### config.mk
export PLATFORM = sky130hd
export DESIGN_NAME = spi_queue_seq
export DESIGN_NICKNAME = d
export VERILOG_FILES = /design/src/rtl/qs_pkg.sv /design/src/rtl/qs_store.sv /design/src/rtl/qs_ptr_next.sv /design/src/rtl/spi_queue_seq.sv
export SDC_FILE = /design/constraint.sdc
export NUM_CORES = 1
export LEC_CHECK = 0
export ABC_AREA = 1
export BUFFER_PORTS_ARGS = -buffer_cell sky130_fd_sc_hd__buf_4
export CAP_MARGIN = 10
export CORE_MARGIN = 4
export CORE_UTILIZATION = 50
export DETAILED_ROUTE_END_ITERATION = 16
export GPL_TIMING_DRIVEN = 0
export PLACE_DENSITY = 0.63
export SLEW_MARGIN = 20
export SYNTH_ARGS = -nofsm -noshare
export SYNTH_HDL_FRONTEND = slang
export SYNTH_SLANG_ARGS = --single-unit
### constraint.sdc
create_clock -name clk -period 2.9 [get_ports clk]
set_clock_uncertainty 0.05 [all_clocks]
set_input_delay 0.58 -clock clk [delete_from_list [all_inputs] [get_ports clk]]
set_output_delay 0.58 -clock clk [all_outputs]
set_load 0.1 [all_outputs]
### src/rtl/qs_pkg.sv
package qs_pkg;
    typedef enum logic {
        ST_IDLE = 1'b0,
        ST_XFER = 1'b1
    } qs_state_e;
endpackage

### src/rtl/qs_store.sv
// Small entry array: one synchronous write port, one combinational read port.
module qs_store #(
    parameter int AW = 4,
    parameter int W  = 16
) (
    input  logic          clk,
    input  logic          we,
    input  logic [AW-1:0] waddr,
    input  logic [W-1:0]  wdata,
    input  logic [AW-1:0] raddr,
    output logic [W-1:0]  rdata
);
    localparam int DEPTH = 1 << AW;

    logic [W-1:0] mem [DEPTH];

    always_ff @(posedge clk) begin
        if (we) begin
            mem[waddr] <= wdata;
        end
    end

    assign rdata = mem[raddr];
endmodule

### src/rtl/qs_ptr_next.sv
// Chooses the entry that follows a completed transfer.
module qs_ptr_next #(
    parameter int PTR_W = 4
) (
    input  logic [PTR_W-1:0] wp,
    input  logic [PTR_W-1:0] endqp,
    input  logic [PTR_W-1:0] newqp,
    input  logic             redirect,
    input  logic             wrap_en,
    input  logic             wrap_to,
    output logic [PTR_W-1:0] nxt,
    output logic             at_end,
    output logic             halt
);
    localparam logic [PTR_W-1:0] ONE = {{(PTR_W-1){1'b0}}, 1'b1};

    always_comb begin
        at_end = (wp == endqp);
        halt   = at_end && !wrap_en;
        if (at_end) begin
            if (!wrap_en) begin
                nxt = wp + ONE;
            end else if (wrap_to) begin
                nxt = newqp;
            end else begin
                nxt = '0;
            end
        end else if (redirect) begin
            nxt = newqp;
        end else begin
            nxt = wp + ONE;
        end
    end
endmodule

### src/rtl/spi_queue_seq.sv
module spi_queue_seq
    import qs_pkg::*;
#(
    parameter int PTR_W  = 4,
    parameter int DATA_W = 16,
    parameter int CMD_W  = 8
) (
    input  logic              clk,
    input  logic              rst_n,
    input  logic              tbl_we,
    input  logic [PTR_W-1:0]  tbl_addr,
    input  logic [CMD_W-1:0]  tbl_cmd,
    input  logic [DATA_W-1:0] tbl_tx,
    input  logic [PTR_W-1:0]  rx_addr,
    output logic [DATA_W-1:0] rx_rdata,
    input  logic              en_we,
    input  logic              en_wdata,
    input  logic [PTR_W-1:0]  newqp,
    input  logic              newqp_we,
    input  logic [PTR_W-1:0]  endqp,
    input  logic              wrap_en,
    input  logic              wrap_to,
    input  logic              irq_en,
    input  logic              fin_clr,
    output logic              xfer_req,
    output logic [CMD_W-1:0]  xfer_cmd,
    output logic [DATA_W-1:0] xfer_tx,
    input  logic              xfer_done,
    input  logic [DATA_W-1:0] xfer_rx,
    output logic              q_enable,
    output logic [PTR_W-1:0]  cptqp,
    output logic              fin,
    output logic              irq
);
    typedef struct packed {
        qs_state_e        st;
        logic             en;
        logic             pend;
        logic             fin;
        logic [PTR_W-1:0] wp;
        logic [PTR_W-1:0] cpt;
    } seq_t;

    seq_t seq_d, seq_q;

    logic             complete;
    logic [PTR_W-1:0] nxt_ptr;
    logic             at_end;
    logic             halt;
    logic [PTR_W-1:0] wp_cur;
    logic             pend_cur;

    assign complete = (seq_q.st == ST_XFER) && xfer_done;
    assign wp_cur   = seq_q.wp;
    assign pend_cur = seq_q.pend;

    qs_store #(.AW(PTR_W), .W(CMD_W)) u_cmd (
        .clk(clk), .we(tbl_we), .waddr(tbl_addr), .wdata(tbl_cmd),
        .raddr(seq_q.wp), .rdata(xfer_cmd)
    );

    qs_store #(.AW(PTR_W), .W(DATA_W)) u_tx (
        .clk(clk), .we(tbl_we), .waddr(tbl_addr), .wdata(tbl_tx),
        .raddr(seq_q.wp), .rdata(xfer_tx)
    );

    qs_store #(.AW(PTR_W), .W(DATA_W)) u_rx (
        .clk(clk), .we(complete), .waddr(seq_q.wp), .wdata(xfer_rx),
        .raddr(rx_addr), .rdata(rx_rdata)
    );

    qs_ptr_next #(.PTR_W(PTR_W)) u_next (
        .wp(seq_q.wp), .endqp(endqp), .newqp(newqp),
        .redirect(seq_q.pend || newqp_we),
        .wrap_en(wrap_en), .wrap_to(wrap_to),
        .nxt(nxt_ptr), .at_end(at_end), .halt(halt)
    );

    always_comb begin
        seq_d = seq_q;
        if (en_we) begin
            seq_d.en = en_wdata;
        end
        if (fin_clr) begin
            seq_d.fin = 1'b0;
        end
        unique case (seq_q.st)
            ST_IDLE: begin
                if (seq_q.en) begin
                    seq_d.st = ST_XFER;
                    if (newqp_we) begin
                        seq_d.wp = newqp;
                    end
                end else if (en_we && en_wdata) begin
                    seq_d.wp   = newqp;
                    seq_d.pend = 1'b0;
                end
            end
            ST_XFER: begin
                if (complete) begin
                    seq_d.cpt  = seq_q.wp;
                    seq_d.wp   = nxt_ptr;
                    seq_d.pend = 1'b0;
                    seq_d.st   = ST_IDLE;
                    if (at_end) begin
                        seq_d.fin = 1'b1;
                    end
                    if (halt) begin
                        seq_d.en = 1'b0;
                    end
                end else if (newqp_we) begin
                    seq_d.pend = 1'b1;
                end
            end
            default: seq_d.st = ST_IDLE;
        endcase
    end

    always_ff @(posedge clk or negedge rst_n) begin
        if (!rst_n) begin
            seq_q <= '{st: ST_IDLE, en: 1'b0, pend: 1'b0, fin: 1'b0,
                       wp: '0, cpt: '0};
        end else begin
            seq_q <= seq_d;
        end
    end

    assign xfer_req = (seq_q.st == ST_XFER);
    assign q_enable = seq_q.en;
    assign cptqp    = seq_q.cpt;
    assign fin      = seq_q.fin;
    assign irq      = seq_q.fin && irq_en;
endmodule

==> impl_metrics.json <==
{
  "arrival_ns": 2.60,
  "cp.required_ns": 2.27,
  "track_usage": 0.270,
  "synthesis.nets": 2005,
  "ys_seq_elements": 652,
  "netlist.area_leader.share": 0.747,
  "die_y_um": 235,
  "crit_buf_inv": 6,
  "cp_cell_sequence": "buf_6, buf_12, inv_12, buf_12, buf_12, nor2_2, o22ai_1, nand2_1, nand4_1, buf_8",
  "end_kind": "output port",
  "fin_nets": 2243,
  "synthCells": 1934,
  "antenna_found_initial": 3,
  "cts.sinks": 652,
  "min_delay_path_depth": 2,
  "placeableCoreArea_mm2": 0.0505,
  "slowest_delay_ns": 0.42,
  "rows": 82,
  "fin_crit_sh": 1.11,
  "status": "complete, but fails checks",
  "wl_per_cell_um": 26.4,
  "met2_length_um": 34300,
  "die_area_mm2": 0.0551,
  "violations": "setup timing",
  "setup_ws_ns": -0.333,
  "multi_input_area_mm2": 0.00570,
  "cts_htree_levels": 3,
  "rr_worst_depth": 8,
  "critical_path_class": "reg -> out",
  "cap_viol_max_count": 0,
  "design_area_mm2": 0.0312,
  "avgSynthCellArea_um2": 13.3,
  "route.met3.wl_um": 8390,
  "drtPass1Iterations": 5,
  "area_growth_pct": 21.5,
  "pin_count": 115,
  "drv_slew": 0,
  "grt_pass1_vias": 17194,
  "wl_met1_um": 32100,
  "finalHoldViolations": 0,
  "cts_buffers": 69,
  "register_area_mm2": 0.0195,
  "critPathTopFamily": "buffers and inverters",
  "cp_num_cells": 10,
  "cp_max_fo": 10,
  "period_minus_slack_ns": 3.23,
  "cts_tree": "built",
  "slowest_stage": "dfrtp_1",
  "dpl-instance-area_mm2": 0.0280,
  "viasPerCell": 6.15,
  "finalSetupViolCount": 24,
  "holdCritPathClass": "in -> reg",
  "gp_congestion": 0.842,
  "fillers": 3776,
  "place_ws_ns": -0.389,
  "initial_core_util": 0.509,
  "clk_latency_ns": 0.62,
  "grt_max_degree": 21,
  "worstMarginPinSlew_ns": 0.862,
  "syn_area_mm2": 0.0257,
  "drc": 0,
  "place.port_buffers": 112,
  "drt_iter0_drc": 2433,
  "routed_wl_um": 76600,
  "clkTransAtPathRegs_ns": 0.06,
  "via_count": 17814,
  "fmax_mhz": 309,
  "power.density_mw_per_mm2": 955,
  "p_leak_nw": 10.6,
  "startpoint_type": "register",
  "relSlewSlack": 0.422,
  "ys_seq_area_frac": 0.759,
  "ys_warn_count": 0,
  "peakVddDrop_uv": 1410,
  "final_layout_size_suffix_gt1_frac": 0.201,
  "cts_max_path_buffers": 3,
  "yosysTopAreaCell": "edfxtp_1",
  "grt_pass1_wl_um": 112000,
  "die_x_um": 235,
  "worst_path_most_repeated_cell": "buf_12",
  "gr-total-overflow": 0,
  "yosysUniqueCellTypes": 31,
  "synth_area_leaders": "edfxtp_1 (75%), o21ai_0 (5.6%), nor2_1 (5.4%), o22ai_1 (2.7%), nand2_1 (2.4%)",
  "root_buffer": "clkbuf_16",
  "rsz0062_at_grt": "true",
  "detail-route-antenna-nets": 0,
  "highest_layer": "met4",
  "hpwl_um": 50000
}
-- final timing paths --
kind	slack, ns	end	startpoint
hold reg to reg	0.44	cptqp[0]	cptqp[0]
setup / recovery	-0.33	xfer_cmd[4]	wp_cur[0]
max in group asynchronous	2.32	cptqp[1]	rst_n
min in group asynchronous	0.29	wp_cur[1]	rst_n
hold / removal	0.09	fin	fin_clr
setup reg to reg	0.24	u_rx.mem[10][1]	wp_cur[0]
-- Yosys cell counts --
| master | instances |
|---|---|
| ha_1 | 4 |
| buf_1 | 1 |
| nor2_1 | 370 |
| buf_4 | 7 |
| o211ai_1 | 30 |
| a211oi_1 | 1 |
| a22oi_1 | 2 |
| o21ai_1 | 43 |
| nor2_2 | 1 |
| o21a_1 | 1 |
| buf_6 | 21 |
| nand2_2 | 1 |
| nand2_1 | 165 |
| nor3_1 | 8 |
| o22ai_1 | 110 |
| o21ai_0 | 288 |
| o221ai_1 | 34 |
| inv_6 | 1 |
| buf_8 | 1 |
| inv_2 | 3 |
| a31oi_1 | 1 |
| or2_2 | 1 |
| nand3_1 | 30 |
| edfxtp_1 | 640 |
| inv_1 | 27 |
| clkinv_1 | 4 |
| clkbuf_1 | 70 |
| a21oi_1 | 9 |
| dfrtp_1 | 12 |
| nand4_1 | 25 |
| buf_2 | 23 |
-- through the flow --
| step | cells | hold slack [ns] | power (mW) | TNS [ns] | util |
|---|---|---|---|---|---|
| after floorplan | 1934 | 0.234 | 16.9 | -11.54 | - |
| after global placement | 2718 | 0.391 | 19.6 | -704.71 | 0.543 |
| after detailed placement | 2755 | 0.395 | 19.8 | -9.85 | 0.555 |
| after CTS | 2888 | 0.0798 | 29.5 | -5.23 | 0.614 |
| after global routing | 2896 | 0.0922 | 30.7 | -7.18 | 0.619 |
| final | 2898 | 0.0945 | 29.8 | -5.50 | 0.619 |
-- routing by layer --
layer,global-route usage,vias to the layer above
met4,0.0777,0
met5,0,-
met1,0.409,8901
met3,0.0562,137
met2,0.400,1068
li1,-,7708
-- power breakdown --
| part | switching, mW | internal [mW] |
|---|---|---|
| Sequential | 0.103 | 10.7 |
| Clock | 3.64 | 4.70 |
| Combinational | 7.36 | 3.36 |
| Total | 11.1 | 18.7 |
-- area by class of cell --
class,instances,share of cell area
flip-flops and latches,652,0.625
clock inverters,29,0.00881
plain buffers,122,0.0342
inverters,35,0.00505
well taps,672,0.0269
repair buffers,168,0.0590
clock buffers,92,0.0580
diodes,4,0.000320
multi-input cells,1124,0.183
-- repair_timing --
action / 4_1_cts / 5_1_grt
buffers inserted: 8 / 5
gates resized for setup: 234 / 73
endpoints found under the setup margin: 91 / 34
endpoints found under the hold margin: 12 / 0
cloned: 4 / 1
pin swaps: 29 / 26
hold buffers: 1 / 0
-- kinds of logic after synthesis --
family                     count (synthesis)  share of synthesized area
DFF                                      652                      0.759
and+or+nand+nor                          601                     0.0923
AOI/OAI and AO/OA                        519                      0.115
buffers and inverters                    158                     0.0320
adders and majority gates                  4                    0.00195
-- cell usage in the layout (no fill, tap or decap), types with 9 or more instances in the layout --
cell type / count
a21oi_1: 9
buf_12: 31
buf_2: 11
buf_4: 124
buf_6: 31
buf_8: 15
clkbuf_1: 25
clkbuf_16: 70
clkbuf_2: 33
clkbuf_4: 27
clkinv_1: 14
dfrtp_1: 11
edfxtp_1: 640
inv_1: 26
nand2_1: 163
nand3_1: 30
nand4_1: 25
nor2_1: 333
nor2_2: 15
nor2_4: 23
o211ai_1: 30
o21ai_0: 267
o21ai_1: 55
o21ai_2: 9
o221ai_1: 34
o22ai_1: 103
-- registers in the layout, indices dropped and copies added (netlist names) --
name	cells
u_rx.mem	256
u_tx.mem	256
u_cmd.mem	128
cptqp	4
wp_cur	4
fin	1
pend_cur	1
q_enable	1
xfer_req	1
-- worst register-to-register path: stages, from the launching register on --
cell and delay (ns):
dfrtp_1 0.42, buf_6 0.17, buf_12 0.14, inv_12 0.09, buf_12 0.14, buf_6 0.19
ha_1 0.18, nand2_1 0.22, nor2_4 0.66
No activity file was read; power rests on OpenSTA's default activity.
